[src/rtl/rtmr_pkg.sv]
package rtmr_pkg;
  localparam int CTL_W = 4;

  typedef enum logic [1:0] {
    SRC_PRESCALE = 2'd0,
    SRC_CHAIN    = 2'd1,
    SRC_EXTPIN   = 2'd2,
    SRC_WATCHDOG = 2'd3
  } src_e;

  // bit 3 pin enable, bits 2:1 source, bit 0 run
  typedef struct packed {
    logic pin_en;
    src_e src;
    logic run;
  } ctl_t;
endpackage

[src/rtl/rtmr_src_sel.sv]
module rtmr_src_sel
  import rtmr_pkg::*;
#(
  parameter int SYNC_STAGES = 2
) (
  input  logic clk,
  input  logic rst_n,
  input  src_e sel,
  input  logic pre_tick,
  input  logic chain_uf,
  input  logic ext_pin,
  input  logic wdt_uf,
  output logic tick,
  output logic ext_rise
);
  localparam int SH_W = SYNC_STAGES + 1;

  logic [SH_W-1:0] sh_q;

  always_ff @(posedge clk or negedge rst_n) begin
    if (!rst_n) sh_q <= '0;
    else        sh_q <= {sh_q[SH_W-2:0], ext_pin};
  end

  // rising edge seen after the synchroniser stages
  assign ext_rise = sh_q[SYNC_STAGES-1] & ~sh_q[SYNC_STAGES];

  always_comb begin
    case (sel)
      SRC_PRESCALE: tick = pre_tick;
      SRC_CHAIN:    tick = chain_uf;
      SRC_EXTPIN:   tick = ext_rise;
      default:      tick = wdt_uf;
    endcase
  end

  AST_RISE_SINGLE: assert property (@(posedge clk) disable iff (!rst_n)
    ext_rise |=> !ext_rise);
endmodule

[src/rtl/rtmr_core.sv]
module rtmr_core #(
  parameter int W = 8
) (
  input  logic         clk,
  input  logic         rst_n,
  input  logic         run,
  input  logic         tick,
  input  logic         wr_count,
  input  logic         wr_reload,
  input  logic [W-1:0] wr_data,
  input  logic         flag_test,
  output logic [W-1:0] cnt,
  output logic         uf,
  output logic         flag
);
  localparam logic [W-1:0] ZERO = '0;

  logic [W-1:0] rld_q;
  logic         step;

  function automatic logic [W-1:0] dec_one(input logic [W-1:0] v);
    return v - {{(W-1){1'b0}}, 1'b1};
  endfunction

  assign step = run & tick & ~wr_count;
  assign uf   = step & (cnt == ZERO);

  always_ff @(posedge clk or negedge rst_n) begin
    if (!rst_n)        cnt <= ZERO;
    else if (wr_count) cnt <= wr_data;
    else if (uf)       cnt <= rld_q;
    else if (step)     cnt <= dec_one(cnt);
  end

  always_ff @(posedge clk or negedge rst_n) begin
    if (!rst_n)                     rld_q <= ZERO;
    else if (wr_count || wr_reload) rld_q <= wr_data;
  end

  always_ff @(posedge clk or negedge rst_n) begin
    if (!rst_n)         flag <= 1'b0;
    else if (uf)        flag <= 1'b1;
    else if (flag_test) flag <= 1'b0;
  end

  AST_DEC_STEP: assert property (@(posedge clk) disable iff (!rst_n)
    (step && cnt != ZERO) |=> cnt == dec_one($past(cnt)));
  AST_RELOAD_ON_UF: assert property (@(posedge clk) disable iff (!rst_n)
    uf |=> cnt == $past(rld_q));
  AST_FLAG_SET: assert property (@(posedge clk) disable iff (!rst_n)
    uf |=> flag);
  AST_HOLD_STOPPED: assert property (@(posedge clk) disable iff (!rst_n)
    (!run && !wr_count) |=> $stable(cnt));
  AST_LOAD_WINS: assert property (@(posedge clk) disable iff (!rst_n)
    wr_count |=> cnt == $past(wr_data));
endmodule

[src/rtl/rtmr_toggle.sv]
module rtmr_toggle (
  input  logic clk,
  input  logic rst_n,
  input  logic uf,
  input  logic pin_en,
  output logic tog,
  output logic pin
);
  always_ff @(posedge clk or negedge rst_n) begin
    if (!rst_n)  tog <= 1'b0;
    else if (uf) tog <= ~tog;
  end

  assign pin = tog & pin_en;

  AST_TOG_FLIP: assert property (@(posedge clk) disable iff (!rst_n)
    uf |=> tog != $past(tog));
  AST_TOG_HOLD: assert property (@(posedge clk) disable iff (!rst_n)
    !uf |=> $stable(tog));
endmodule

[src/rtl/reload_timer8.sv]
module reload_timer8
  import rtmr_pkg::*;
#(
  parameter int W           = 8,
  parameter int SYNC_STAGES = 2
) (
  input  logic             clk,
  input  logic             rst_n,
  input  logic             wr_count,
  input  logic             wr_reload,
  input  logic [W-1:0]     wr_data,
  input  logic             ctl_we,
  input  logic [CTL_W-1:0] ctl_wdata,
  input  logic             src_prescale,
  input  logic             src_chain,
  input  logic             src_ext,
  input  logic             src_wdt,
  input  logic             flag_test,
  output logic [W-1:0]     rd_count,
  output logic             rd_valid,
  output logic             flag,
  output logic             uf_pulse,
  output logic             tog_out,
  output logic             pin_out
);
  ctl_t ctl_q;
  logic sel_tick;
  logic ext_rise;
  logic uf_evt;

  always_ff @(posedge clk or negedge rst_n) begin
    if (!rst_n)      ctl_q <= '0;
    else if (ctl_we) ctl_q <= ctl_t'(ctl_wdata);
  end

  rtmr_src_sel #(.SYNC_STAGES(SYNC_STAGES)) u_src (
    .clk(clk), .rst_n(rst_n), .sel(ctl_q.src),
    .pre_tick(src_prescale), .chain_uf(src_chain),
    .ext_pin(src_ext), .wdt_uf(src_wdt),
    .tick(sel_tick), .ext_rise(ext_rise)
  );

  rtmr_core #(.W(W)) u_core (
    .clk(clk), .rst_n(rst_n), .run(ctl_q.run), .tick(sel_tick),
    .wr_count(wr_count), .wr_reload(wr_reload), .wr_data(wr_data),
    .flag_test(flag_test), .cnt(rd_count), .uf(uf_evt), .flag(flag)
  );

  rtmr_toggle u_tog (
    .clk(clk), .rst_n(rst_n), .uf(uf_evt), .pin_en(ctl_q.pin_en),
    .tog(tog_out), .pin(pin_out)
  );

  assign uf_pulse = uf_evt;
  assign rd_valid = ~ctl_q.run;

  AST_NO_UF_STOPPED: assert property (@(posedge clk) disable iff (!rst_n)
    !ctl_q.run |-> !uf_evt);
  AST_NO_UF_ON_LOAD: assert property (@(posedge clk) disable iff (!rst_n)
    wr_count |-> !uf_evt);
endmodule

[config.mk]
export PLATFORM = sky130hd
export DESIGN_NAME = reload_timer8
export DESIGN_NICKNAME = d
export VERILOG_FILES = /design/src/rtl/rtmr_pkg.sv /design/src/rtl/rtmr_src_sel.sv /design/src/rtl/rtmr_core.sv /design/src/rtl/rtmr_toggle.sv /design/src/rtl/reload_timer8.sv
export SDC_FILE = /design/constraint.sdc
export NUM_CORES = 1
export LEC_CHECK = 0
export BUFFER_PORTS_ARGS = -buffer_cell sky130_fd_sc_hd__buf_2
export CAP_MARGIN = 25
export CORE_ASPECT_RATIO = 1.75
export CORE_UTILIZATION = 25
export DETAILED_ROUTE_END_ITERATION = 8
export GPL_TIMING_DRIVEN = 1
export MAX_ROUTING_LAYER = met4
export SLEW_MARGIN = 0
export SYNTH_ARGS = -nofsm -noshare
export SYNTH_HDL_FRONTEND = slang
export SYNTH_HIERARCHICAL = 1
export SYNTH_SLANG_ARGS = --single-unit
export TNS_END_PERCENT = 5
[constraint.sdc]
create_clock -name clk -period 1.75 [get_ports clk]
set_input_delay 0.0875 -clock clk [delete_from_list [all_inputs] [get_ports clk]]
set_output_delay 0.0875 -clock clk [all_outputs]
set_load 0.05 [all_outputs]
---- Word level (Yosys, flattened, before mapping) ----
Cells that the tools add are included.
storage, ports and cells
  bits in registers ....................... 25
  bits in latches ......................... 0
  RAM bits ................................ 0
  ROM bits ................................ 0
  output and inout bits ................... 13
  word-level logic and storage cells ...... 31
  memories kept ........................... 0
cells by class
  $add $sub $neg .......................... 1
  multipliers ............................. 0
  div/mod/pow operators ................... 0
  $lt $le $gt $ge ......................... 0
  eq/ne operators ......................... 2
  shifts and indexed selects .............. 0
  muxes and demuxes ....................... 6
  bitwise operators ....................... 9
  reductions and logical operators ........ 5
operator list
  operator                                                            count
  8-bit 2-to-1 mux                                                    3
  8-bit zero test                                                     1
  8-bit by 1-bit subtractor with 8-bit output, second input constant  1
  1-bit bitwise AND                                                   5
  1-bit inverter                                                      4
  1-bit case mux with 3 select lines                                  1
  3-bit nonzero test                                                  1
  2-bit by 1-bit == test with 1-bit output, second input constant     1
  2-bit == test, second input constant                                1
  2-bit zero test                                                     1
  1-bit 2-to-1 mux                                                    2
  2-bit nonzero test                                                  1
  1-bit logical OR                                                    1

---- Longest topological paths before layout ----
Gate-level depths: netlist of the first run.
  word-level depth ........................ 8
  depth in mapped cells ................... 7
  mapped depth without buffers ............ 6

---- Modules after synthesis ----
The synthesis of the first run kept the hierarchy.
by module, submodules not included
  module         instances  cells each  area an instance (µm²)  sequential area each (µm²)
  rtmr_core      1          91          922.1                   425.4
  reload_timer8  1          9           148.9                   100.1
  rtmr_src_sel   1          5           111.4                   75.1
  rtmr_toggle    1          3           41.3                    25.0

---- Least setup slack after synthesis of the first run ----
OpenSTA, ideal clock, no wires.
  path kind ............................... flip-flop to flip-flop
  start ................................... reg u_core.cnt[0]
  end ..................................... reg u_tog.tog
  setup time .............................. 171 ps
  arrival time ............................ 2275 ps
  slack ................................... -696 ps
  cell stages (with the launch flop) ...... 7
  path buffers ............................ 0
  clock period less this slack ............ 2446 ps
  path through ............................ dfrtp_1 -> inv_1 -> ha_1 -> nor3b_4 -> nand2_1 -> nor2_1 -> xor2_1
on the way
  cells in the longest elaborated chain, start to end .. 2
RTL lines
  item                    RTL line             text
  start, declared         rtmr_core.sv:12      output logic [W-1:0] cnt,
  start signal, assigned  rtmr_core.sv:30      else if (wr_count) cnt <= wr_data;
  start signal, assigned  rtmr_core.sv:31      else if (uf) cnt <= rld_q;
  start signal, assigned  rtmr_core.sv:32      else if (step) cnt <= dec_one(cnt);
  8-bit zero test         rtmr_core.sv:26      assign uf = step & (cnt == ZERO);
  1-bit bitwise AND       rtmr_core.sv:26
  net uf_pulse            reload_timer8.sv:22  output logic uf_pulse,
  end signal, assigned    rtmr_toggle.sv:11    else if (uf) tog <= ~tog;
  end, declared           rtmr_toggle.sv:6     output logic tog,
The timed path passes the listed nets, and every way through them passes these cells.
A chain may end at the register's enable or synchronous reset.

---- Final worst setup path of the first run ----
  start ................................... reg u_src.sh_q[1]
  end ..................................... reg u_core.cnt[6]
on the way
  cells in the longest elaborated chain, start to end .. 7
RTL lines
  item                                    RTL line             text
  start, declared                         rtmr_src_sel.sv:18   logic [SH_W-1:0] sh_q;
  start signal, assigned                  rtmr_src_sel.sv:22   else sh_q <= {sh_q[SH_W-2:0], ext_pin};
  1-bit bitwise AND (*)                   rtmr_src_sel.sv:26   assign ext_rise = sh_q[SYNC_STAGES-1] & ~sh_q[SYNC_STAGES];
  net ext_rise                            reload_timer8.sv:28  logic ext_rise;
  1-bit case mux with 3 select lines (*)  rtmr_src_sel.sv:29   case (sel)
  net sel_tick                            reload_timer8.sv:27  logic sel_tick;
  1-bit bitwise AND (*) (2 in a row)      rtmr_core.sv:25      assign step = run & tick & ~wr_count;
  1-bit bitwise AND                       rtmr_core.sv:26
  8-bit 2-to-1 mux                        rtmr_core.sv:31
  8-bit 2-to-1 mux                        rtmr_core.sv:30
Mark *: on every way through the listed nets, which the timed path passes. The rest lies on a longest branch.

==> results.sh, run 1 <==
export IMPL_arrival_ps=1940
export IMPL_ys_types=34
export IMPL_yosysWarningCount=6
export IMPL_ys_ff_latch=25
export IMPL_p_comb_frac=0.327
export IMPL_outcome="complete, but fails checks"
export IMPL_r2r_start="u_src/sh_q[1]"
export IMPL_cts_buffers=3
export IMPL_crit_type="reg2reg"
export IMPL_placed_cell_area_mm2=0.001546
export IMPL_report_power_total_mw=1.535
export IMPL_dp_cells=200
export IMPL_synthSimpleGateAreaFrac=0.1431
export IMPL_synthToLayoutAreaGrowth_pct=40.59
export IMPL_grt_pass1_vias=1076
export IMPL_cp_depth=5
export IMPL_htree_levels=1
export IMPL_root_buffer="clkbuf_8"
export IMPL_finalSetupTns_ps=-52.45
export IMPL_synth_avg_cell_area_um2=11.33
export IMPL_internal_power_mw=1.011
export IMPL_slew_violations=0
export IMPL_routed_via_density=4.808
export IMPL_first_pass_iters=3
export IMPL_rows=33
export IMPL_wl_um=2953
export IMPL_synthFlopType="dfrtp_1"
export IMPL_leakage_nw=0.7879
export IMPL_fmax_mhz=560.4
export IMPL_synth_top_family_by_area="multiplexers"
export IMPL_cts_tree="built"
export IMPL_die_area_mm2=0.005189
export IMPL_antenna_cells=0
export IMPL_rr_endpoint="u_core/cnt[6]"
export IMPL_dieWidth_um=54.89
export IMPL_max_stage_delay_ps=490
export IMPL_violations="negative setup slack"
export IMPL_seqPwrFrac=0.452
export IMPL_seq_area_um2=629.4
export IMPL_fin_crit_sh=1.020
export IMPL_p_per_area_mw_per_mm2=892.5
export IMPL_cp_top_family="multiplexers"
export IMPL_critPathRequiredTime_ps=1910
export IMPL_portBuffers=34
export IMPL_clock_sinks=25
export IMPL_reg2reg_depth=5
export IMPL_crit_path_end_kind="flop"
export IMPL_worst_slew_pin_slew_ps=556.1
export IMPL_grt_antenna_before_repair=0
export IMPL_synth_xor_area_frac=0.02863
export IMPL_hold_path_class="in2reg"
export IMPL_synth_compound_area_frac=0.1207
export IMPL_globalplace_congestion=0.8447
export IMPL_stdcell_count=214
export IMPL_hpwlAfterDp_um=2245
export IMPL_synthCells=108
export IMPL_net_switching_power_mw=0.5249
export IMPL_cap_violations=0
export IMPL_setup_ws_ps=-34.59
export IMPL_synth_largest_area_cell="dfrtp_1"
export IMPL_yosysTopAreaCellShare=0.5112
export IMPL_p_clk_frac=0.221
export IMPL_fin_nets=186
export IMPL_slowest_stage="mux4_2"
export IMPL_cp_start_kind="flop"
export IMPL_crit_path_cell_trace="nor2b_4 -> mux4_2 -> nand4_1 -> mux2_4 -> mux2_2"
export IMPL_insertion_delay_ps=260
export IMPL_path_buf_inv=0
export IMPL_synthAdderAreaFrac=0.01022
export IMPL_peakVddDrop_uv=541.0
export IMPL_synth_area_top_cells="dfrtp_1 51%, mux2_2 12%, nand2_1 4.0%"
export IMPL_ant_nets=0
export IMPL_swShare=0.3418
export IMPL_finalHoldViolCount=0
export IMPL_synth_edff_count=0
export IMPL_synth_most_common_cell="dfrtp_1"
export IMPL_core_area_mm2=0.004707
export IMPL_crit_start="u_src/sh_q[1]"
export IMPL_routedWlPerCell_um=13.80
export IMPL_vias=1029
export IMPL_yosys_top_cells_count="25 x dfrtp_1, 13 x mux2_2, 13 x nand2_1"
export IMPL_grt_max_degree=26
export IMPL_fin_hold_ws_ps=42.45
export IMPL_rrSetupSlack_ps=-30
export IMPL_maxSlewHeadroom=0.6293
export IMPL_finalSetupViolCount=2
export IMPL_grt_usage=0.1340
export IMPL_start_util=0.2600
export IMPL_drive_above_1_share=0.5309
export IMPL_grt_overflow=0
export IMPL_path_max_fanout=3
export IMPL_synth_nets=131
export IMPL_dieHeight_um=94.55
export IMPL_synth_mux_area_frac=0.1554
export IMPL_rsz0062_at_grt="yes"
export IMPL_ys_seq_area_frac=0.5112
export IMPL_cp_endpoint="u_core/cnt[6]"
export IMPL_finClkSkew_ps=1.933
export IMPL_clkTransAtPathRegs_ps=80
export IMPL_multi_input_area_um2=628.1
export IMPL_async_flop_share=1.000
export IMPL_fillers=510
export IMPL_netlist_area_mm2=0.001224
export IMPL_drtIter0Drc=29
export IMPL_finalInstanceArea_mm2=0.001720
export IMPL_drc=0
export IMPL_period_needed_ps=1785
export IMPL_grt_pass1_wl_um=4926
export IMPL_io_pins=35
export IMPL_clk_path_buf_depth=2
## sequential cells by signal, indices dropped and copies added, names as in the netlist
| register | flops |
|---|---|
| ctl_q | 4 |
| u_tog/tog | 1 |
| u_core/rld_q | 8 |
| u_core/flag | 1 |
| u_core/cnt | 8 |
| u_src/sh_q | 3 |
## layer usage
| metal | part of all wire | vias to the layer above | track usage |
|---|---|---|---|
| met2 | 0.55 | 28 | 0.2279 |
| met3 | 0.046 | 2 | 0.01610 |
| met5 | 0 | - | - |
| met1 | 0.40 | 503 | 0.1495 |
| met4 | 0.0081 | 0 | 0.05769 |
| li1 | - | 496 | - |
## worst register-to-register path: stages (launching register included)
cell and delay, ps:
dfrtp_1 380, nor2b_4 120, mux4_2 490, nand4_1 130, mux2_4 300, mux2_2 250
## what timing repair did
action,CTS,global route
pin swaps,3,2
endpoints found under the hold margin,27,0
endpoints found under the setup margin,2,3
setup buffers,3,4
gates resized for setup,7,3
hold buffers,3,0
## area by class of cell
type,instances,share of cell area
Sequential cell,25,0.3658
Inverter,4,0.008727
Timing Repair Buffer,54,0.1964
Multi-Input combinational cell,75,0.3651
Clock buffer,4,0.02618
Tap cell,52,0.03782
## power groups by stage
stage,combinational (mW),sequential (mW),clock (mW)
after floorplan,0.214,0.799,0
after global placement,0.460,0.704,0
after detailed placement,0.464,0.706,0
after CTS,0.484,0.695,0.359
after global routing,0.550,0.705,0.379
final,0.502,0.695,0.339
## stage by stage
step	worst slack, ps	utilization
after CTS	-35.16	0.3543
after floorplan	-72.91	-
final	-34.59	0.3655
after global placement	-9.376	0.3285
after detailed placement	-28.93	0.3285
after global routing	-91.91	0.3655
## how the worst min path moves through the flow
stage                            start              end  slack [ps]  cells past startpoint
final                       wr_data[4]    u_core/cnt[4]          40                      3
after global routing      ctl_wdata[1]         ctl_q[1]          40                      2
after CTS                   wr_data[4]    u_core/cnt[4]          30                      3
after detailed placement         rst_n  u_core/rld_q[0]         120                      1
after global placement           rst_n  u_core/rld_q[0]         110                      1
after floorplan                  rst_n         ctl_q[0]        -210                      0
## cell families (layout without fill, tap and decap cells)
family                   count (synthesis)  after routing
buffers and inverters                    8             62
XOR/XNOR                                 4              4
multiplexers                            16             16
adder cells (fa/ha/maj)                  1              1
flip-flops                              25             25
AO/OA/AOI/OAI                           22             22
AND/OR/NAND/NOR                         32             32
## layout by cell type (no fill, tap or decap), drive strengths merged
master and n:
inv 4, nor3b 2, xor2 3, xnor2 1, o221ai 3, o22ai 1
and2 1, o41ai 1, ha 1, nand2 13, dfrtp 25, nor3 1
a21oi 4, o211ai 2, o31ai 1, o211a 1, dlygate4sd3 3, mux4 1
nor4 2, a21bo 1, or2 2, nand4 1, clkbuf 4, nor2b 2
o21ai 5, buf 51, nor2 8, mux2 14, mux2i 1, a31oi 3
Power figures use the tool's default switching activity.
==> inputs of run 2 (changes only) <==
--- a/config.mk
+++ b/config.mk
@@ -8,10 +8,11 @@
 export BUFFER_PORTS_ARGS = -buffer_cell sky130_fd_sc_hd__buf_2
 export CAP_MARGIN = 25
 export CORE_ASPECT_RATIO = 1.75
-export CORE_UTILIZATION = 25
+export CORE_UTILIZATION = 46
 export DETAILED_ROUTE_END_ITERATION = 8
 export GPL_TIMING_DRIVEN = 1
 export MAX_ROUTING_LAYER = met4
+export PLACE_DENSITY = 0.72
 export SLEW_MARGIN = 0
 export SYNTH_ARGS = -nofsm -noshare
 export SYNTH_HDL_FRONTEND = slang
==> constraint.sdc (replaced) <==
create_clock -name clk -period 1.8 [get_ports clk]
set_input_delay 0.09 -clock clk [delete_from_list [all_inputs] [get_ports clk]]
set_output_delay 0.09 -clock clk [all_outputs]
set_load 0.05 [all_outputs]
==> run 2 against run 1 <==
Compared with the run above:
- the flow still finishes with violations (negative setup slack)
- flip-flop and latch count unchanged
- utilization increased by 30 points
- register-to-register slack improved by 30 ps
- critical path type is now reg2out
- critical endpoint is now uf_pulse
- largest cell class unchanged
==> results.sh, run 2 (same netlist as run 1, synthesis figures left out) <==
export IMPL_grt_pass1_wl_um=4491
export IMPL_crit_type="reg2out"
export IMPL_rsz0062_at_grt="yes"
export IMPL_htree_levels=1
export IMPL_leakage_nw=0.7811
export IMPL_synthToLayoutAreaGrowth_pct=34.87
export IMPL_hpwlAfterDp_um=1918
export IMPL_mostFrequentLayoutCells="33 x buf_2, 22 x dfrtp_1, 13 x mux2_2, 12 x buf_4, 11 x nand2_1"
export IMPL_portBuffers=34
export IMPL_globalplace_congestion=0.7495
export IMPL_met2_usage=0.3628
export IMPL_fin_nets=182
export IMPL_clkTransAtPathRegs_ps=90
export IMPL_grt_busiest_layer="met2"
export IMPL_slew_violations=0
export IMPL_p_per_area_mw_per_mm2=895.9
export IMPL_clk_path_buf_depth=2
export IMPL_maxSlewHeadroom=0.6244
export IMPL_outcome="complete, but fails checks"
export IMPL_hold_path_class="in2reg"
export IMPL_clock_sinks=25
export IMPL_crit_path_end_kind="output port"
export IMPL_path_max_fanout=3
export IMPL_mostFrequentLayoutCell="buf_2"
export IMPL_routedWlPerCell_um=15.57
export IMPL_period_needed_ps=1807
export IMPL_start_util=0.4910
export IMPL_first_pass_iters=5
export IMPL_dieHeight_um=70.23
export IMPL_grt_pass1_vias=1048
export IMPL_worst_slew_pin_slew_ps=563.4
export IMPL_die_area_mm2=0.002879
export IMPL_arrival_ps=1720
export IMPL_grt_antenna_before_repair=0
export IMPL_dieWidth_um=40.99
export IMPL_critPathRequiredTime_ps=1710
export IMPL_grt_overflow=0
export IMPL_grt_max_degree=26
export IMPL_insertion_delay_ps=270
export IMPL_cp_start_kind="flop"
export IMPL_grt_util_met3=0.04127
export IMPL_finalSetupViolCount=2
export IMPL_drtIter0Drc=54
export IMPL_wl_um=2865
export IMPL_core_area_mm2=0.002492
export IMPL_cts_tree="built"
export IMPL_fin_crit_sh=1.004
export IMPL_fin_hold_ws_ps=43.07
export IMPL_ant_nets=0
export IMPL_finClkSkew_ps=5.853
export IMPL_routed_via_density=5.745
export IMPL_root_buffer="clkbuf_8"
export IMPL_peakVddDrop_uv=651.6
export IMPL_drc=0
export IMPL_violations="negative setup slack"
export IMPL_finalHoldViolCount=0
export IMPL_grtUsageMet1=0.2755
export IMPL_grt_usage=0.2330
export IMPL_cts_buffers=3
export IMPL_fmax_mhz=553.5
export IMPL_io_pins=35
export IMPL_setup_ws_ps=-6.575
export IMPL_drive_above_1_share=0.5316
export IMPL_report_power_total_mw=1.479
export IMPL_top_regs="u_core/cnt (8), u_core/rld_q (8), ctl_q (4)"
export IMPL_vias=1057
export IMPL_antenna_cells=0
export IMPL_rows=24
export IMPL_cap_violations=0
[run 2: layer usage]
| layer | wire length [um] | share of wire | vias to the layer above |
|---|---|---|---|
| li1 | - | - | 484 |
| met1 | 1084 | 0.38 | 512 |
| met2 | 1531 | 0.53 | 49 |
| met3 | 154 | 0.054 | 12 |
| met4 | 95 | 0.033 | 0 |
| met5 | 0 | 0 | - |
[run 2: critical path, stage by stage (launching register included)]
cell,delay (ps)
dfrtp_1,390
nor2b_4,130
mux4_2,490
nand2_2,110
or2_4,140
nor2_4,40
buf_6,140
[run 2: path summary, 6_finish.rpt]
path / startpoint / endpoint / slack (ps) / cells past startpoint
setup / recovery: u_src/sh_q[1] / uf_pulse / -7 / 6
hold / removal: ctl_wdata[2] / ctl_q[2] / 40 / 2
min in group asynchronous: rst_n / u_core/rld_q[7] / 340 / 2
hold reg to reg: u_src/sh_q[0] / u_src/sh_q[1] / 360 / 0
setup reg to reg: u_src/sh_q[1] / u_core/cnt[6] / 0 / 5
max in group asynchronous: rst_n / u_core/cnt[0] / 1050 / 2
[run 2: power by group]
group          switching [mW]  internal, mW
combinational           0.274         0.187
sequential             0.0646         0.618
clock                   0.177         0.159
total                   0.515         0.964
[run 2: through the flow]
stage          area, um^2  utilization  instances  setup TNS [ps]  setup slack, ps
2_1_floorplan        1260            -        108          -33.97           -22.91
3_3_place_gp         1476       0.5924        169               0            55.93
3_5_place_dp         1476       0.5924        169               0            17.06
4_1_cts              1602       0.6426        180               0            8.413
5_1_grt              1650       0.6621        184          -160.3           -53.84
6_report             1650       0.6621        184          -7.588           -6.575
[run 2: cell type report]
type	instances	area [um^2]
Clock buffer	4	45.04
Fill cell	202	842.1
Inverter	4	17.52
Multi-Input combinational cell	75	618.1
Sequential cell	25	629.4
Tap cell	26	32.53
Timing Repair Buffer	50	307.8
[run 2: timing repair]
| action | CTS | global route |
|---|---|---|
| hold buffers | 3 | 0 |
| pin swaps | 3 | 4 |
| endpoints found under the setup margin | 2 | 7 |
| endpoints found under the hold margin | 27 | 0 |
| gates cloned | 0 | 0 |
| resized for setup | 6 | 5 |
| buffers inserted | 4 | 4 |
==> inputs of run 3 (changes only) <==
--- a/config.mk
+++ b/config.mk
@@ -8,11 +8,11 @@
 export BUFFER_PORTS_ARGS = -buffer_cell sky130_fd_sc_hd__buf_2
 export CAP_MARGIN = 25
 export CORE_ASPECT_RATIO = 1.75
-export CORE_UTILIZATION = 46
+export CORE_UTILIZATION = 50
 export DETAILED_ROUTE_END_ITERATION = 8
 export GPL_TIMING_DRIVEN = 1
 export MAX_ROUTING_LAYER = met4
-export PLACE_DENSITY = 0.72
+export PLACE_DENSITY = 0.77
 export SLEW_MARGIN = 0
 export SYNTH_ARGS = -nofsm -noshare
 export SYNTH_HDL_FRONTEND = slang
==> run 3 against run 2 <==
Compared with the run above:
- the flow now finishes without violations
- first-iteration DRC count shrank 59%
- design area decreased by 1.3%
- worst setup slack better by 9.0 ps
- sequential power about the same
- total power shrank 1.0%
- critical endpoint unchanged
==> results.sh, run 3 (same netlist as run 1, synthesis figures left out) <==
export IMPL_outcome="finished clean"
export IMPL_met3WireLength_um=121
export IMPL_htree_levels=1
export IMPL_slew_violations=0
export IMPL_drive_above_1_share=0.5253
export IMPL_cap_violations=0
export IMPL_utilization=0.7076
export IMPL_arrival_ps=1710
export IMPL_leakage_nw=0.7794
export IMPL_grt_antenna_before_repair=0
export IMPL_worst_slew_pin_slew_ps=561.9
export IMPL_cp_top_family="multiplexers"
export IMPL_path_buf_inv=1
export IMPL_ant_nets=0
export IMPL_root_buffer="clkbuf_8"
export IMPL_clk_path_buf_depth=2
export IMPL_grt_pass1_vias=1041
export IMPL_hold_path_class="in2reg"
export IMPL_drtIter0Drc=22
export IMPL_finClkSkew_ps=4.150
export IMPL_cp_start_kind="flop"
export IMPL_mostFrequentLayoutCell="buf_2"
export IMPL_period_needed_ps=1798
export IMPL_first_pass_iters=7
export IMPL_synthToLayoutAreaGrowth_pct=33.13
export IMPL_wl_met2_um=1501
export IMPL_cts_buffers=3
export IMPL_start_util=0.5315
export IMPL_globalplace_congestion=0.7677
export IMPL_finalSetupTns_ps=0
export IMPL_core_area_mm2=0.002302
export IMPL_fin_nets=182
export IMPL_io_pins=35
export IMPL_maxSlewHeadroom=0.6254
export IMPL_portBuffers=34
export IMPL_hpwlAfterDp_um=1992
export IMPL_critPathRequiredTime_ps=1710
export IMPL_max_stage_delay_ps=490
export IMPL_vias=1025
export IMPL_top_regs="u_core/cnt (8), u_core/rld_q (8), ctl_q (4)"
export IMPL_fin_crit_sh=0.9987
export IMPL_grt_usage=0.2542
export IMPL_slowest_stage="mux4_2"
export IMPL_cts_tree="built"
export IMPL_dieWidth_um=39.40
export IMPL_dieHeight_um=67.45
export IMPL_crit_path_end_kind="output port"
export IMPL_finalHoldViolCount=0
export IMPL_rrSetupSlack_ps=20
export IMPL_antenna_cells=0
export IMPL_mostFrequentLayoutCells="33 x buf_2, 22 x dfrtp_1, 14 x buf_4, 13 x mux2_2, 11 x nand2_1"
export IMPL_report_power_total_mw=1.464
export IMPL_die_area_mm2=0.002657
export IMPL_peakVddDrop_uv=762.0
export IMPL_routedWlPerCell_um=15.47
export IMPL_drc=0
export IMPL_grt_overflow=0
export IMPL_crit_path_cell_trace="nor2b_4 -> mux4_2 -> nand2_2 -> or2_4 -> nor2_4 -> buf_6"
export IMPL_top_layer_used="met4"
export IMPL_fmax_mhz=556.3
export IMPL_grt_pass1_wl_um=4485
export IMPL_routed_via_density=5.601
export IMPL_insertion_delay_ps=270
export IMPL_clkTransAtPathRegs_ps=80
export IMPL_crit_type="reg2out"
export IMPL_clock_sinks=25
export IMPL_rows=23
export IMPL_path_max_fanout=3
export IMPL_wl_um=2831
export IMPL_grt_max_degree=26
export IMPL_rsz0062_at_grt="yes"
export IMPL_finalSetupViolCount=0
export IMPL_m1WireLength_um=1162
export IMPL_p_per_area_mw_per_mm2=898.4
==> run 3: final cells by class <==
type	instances	area, um^2
Fill cell	174	673.1
Clock buffer	3	41.29
Clock inverter	1	5.005
Inverter	4	15.01
Timing Repair Buffer	50	301.5
Tap cell	25	31.28
Sequential cell	25	629.4
Multi-Input combinational cell	75	605.6
==> run 3: power breakdown <==
group / internal (mW) / switching [mW]
Clock: 0.155 / 0.171
Combinational: 0.188 / 0.267
Sequential: 0.618 / 0.0640
==> run 3: through the flow <==
step / std cells / hold WS, ps / setup WS, ps / area (um^2)
2_1_floorplan: 108 / -205.6 / -22.91 / 1260
3_3_place_gp: 168 / 107.2 / 60.42 / 1475
3_5_place_dp: 168 / 111.2 / 18.84 / 1475
4_1_cts: 176 / 8.880 / 2.883 / 1570
5_1_grt: 183 / 2.637 / -50.76 / 1629
6_report: 183 / 12.53 / 2.396 / 1629
==> run 3: worst register-to-register path: stages, from the launching register on <==
cell     delay [ps]
dfrtp_1         390
nor2b_4         120
mux4_2          490
nand4_1         120
mux2_4          300
mux2_2          260
==> run 3: final timing paths <==
kind	startpoint	to	cells past startpoint
hold / removal	flag_test	u_core/flag	2
setup / recovery	u_src/sh_q[1]	uf_pulse	6
min in group asynchronous	rst_n	u_core/cnt[7]	2
setup reg to reg	u_src/sh_q[1]	u_core/cnt[6]	5
max in group asynchronous	rst_n	u_core/cnt[1]	2
hold reg to reg	u_src/sh_q[0]	u_src/sh_q[1]	0
==> run 3: what timing repair did <==
item	CTS	global route
pin swaps	1	2
buffers inserted	2	7
resized for setup	4	2
endpoints found under the setup margin	1	6
cloned	0	0
hold buffers	2	0
hold endpoints to repair	26	0
==> run 3: metal layers <==
metal,GRT usage,vias up
met5,-,-
met4,0.1034,0
met3,0.04276,6
met2,0.4146,40
met1,0.3033,493
li1,-,486
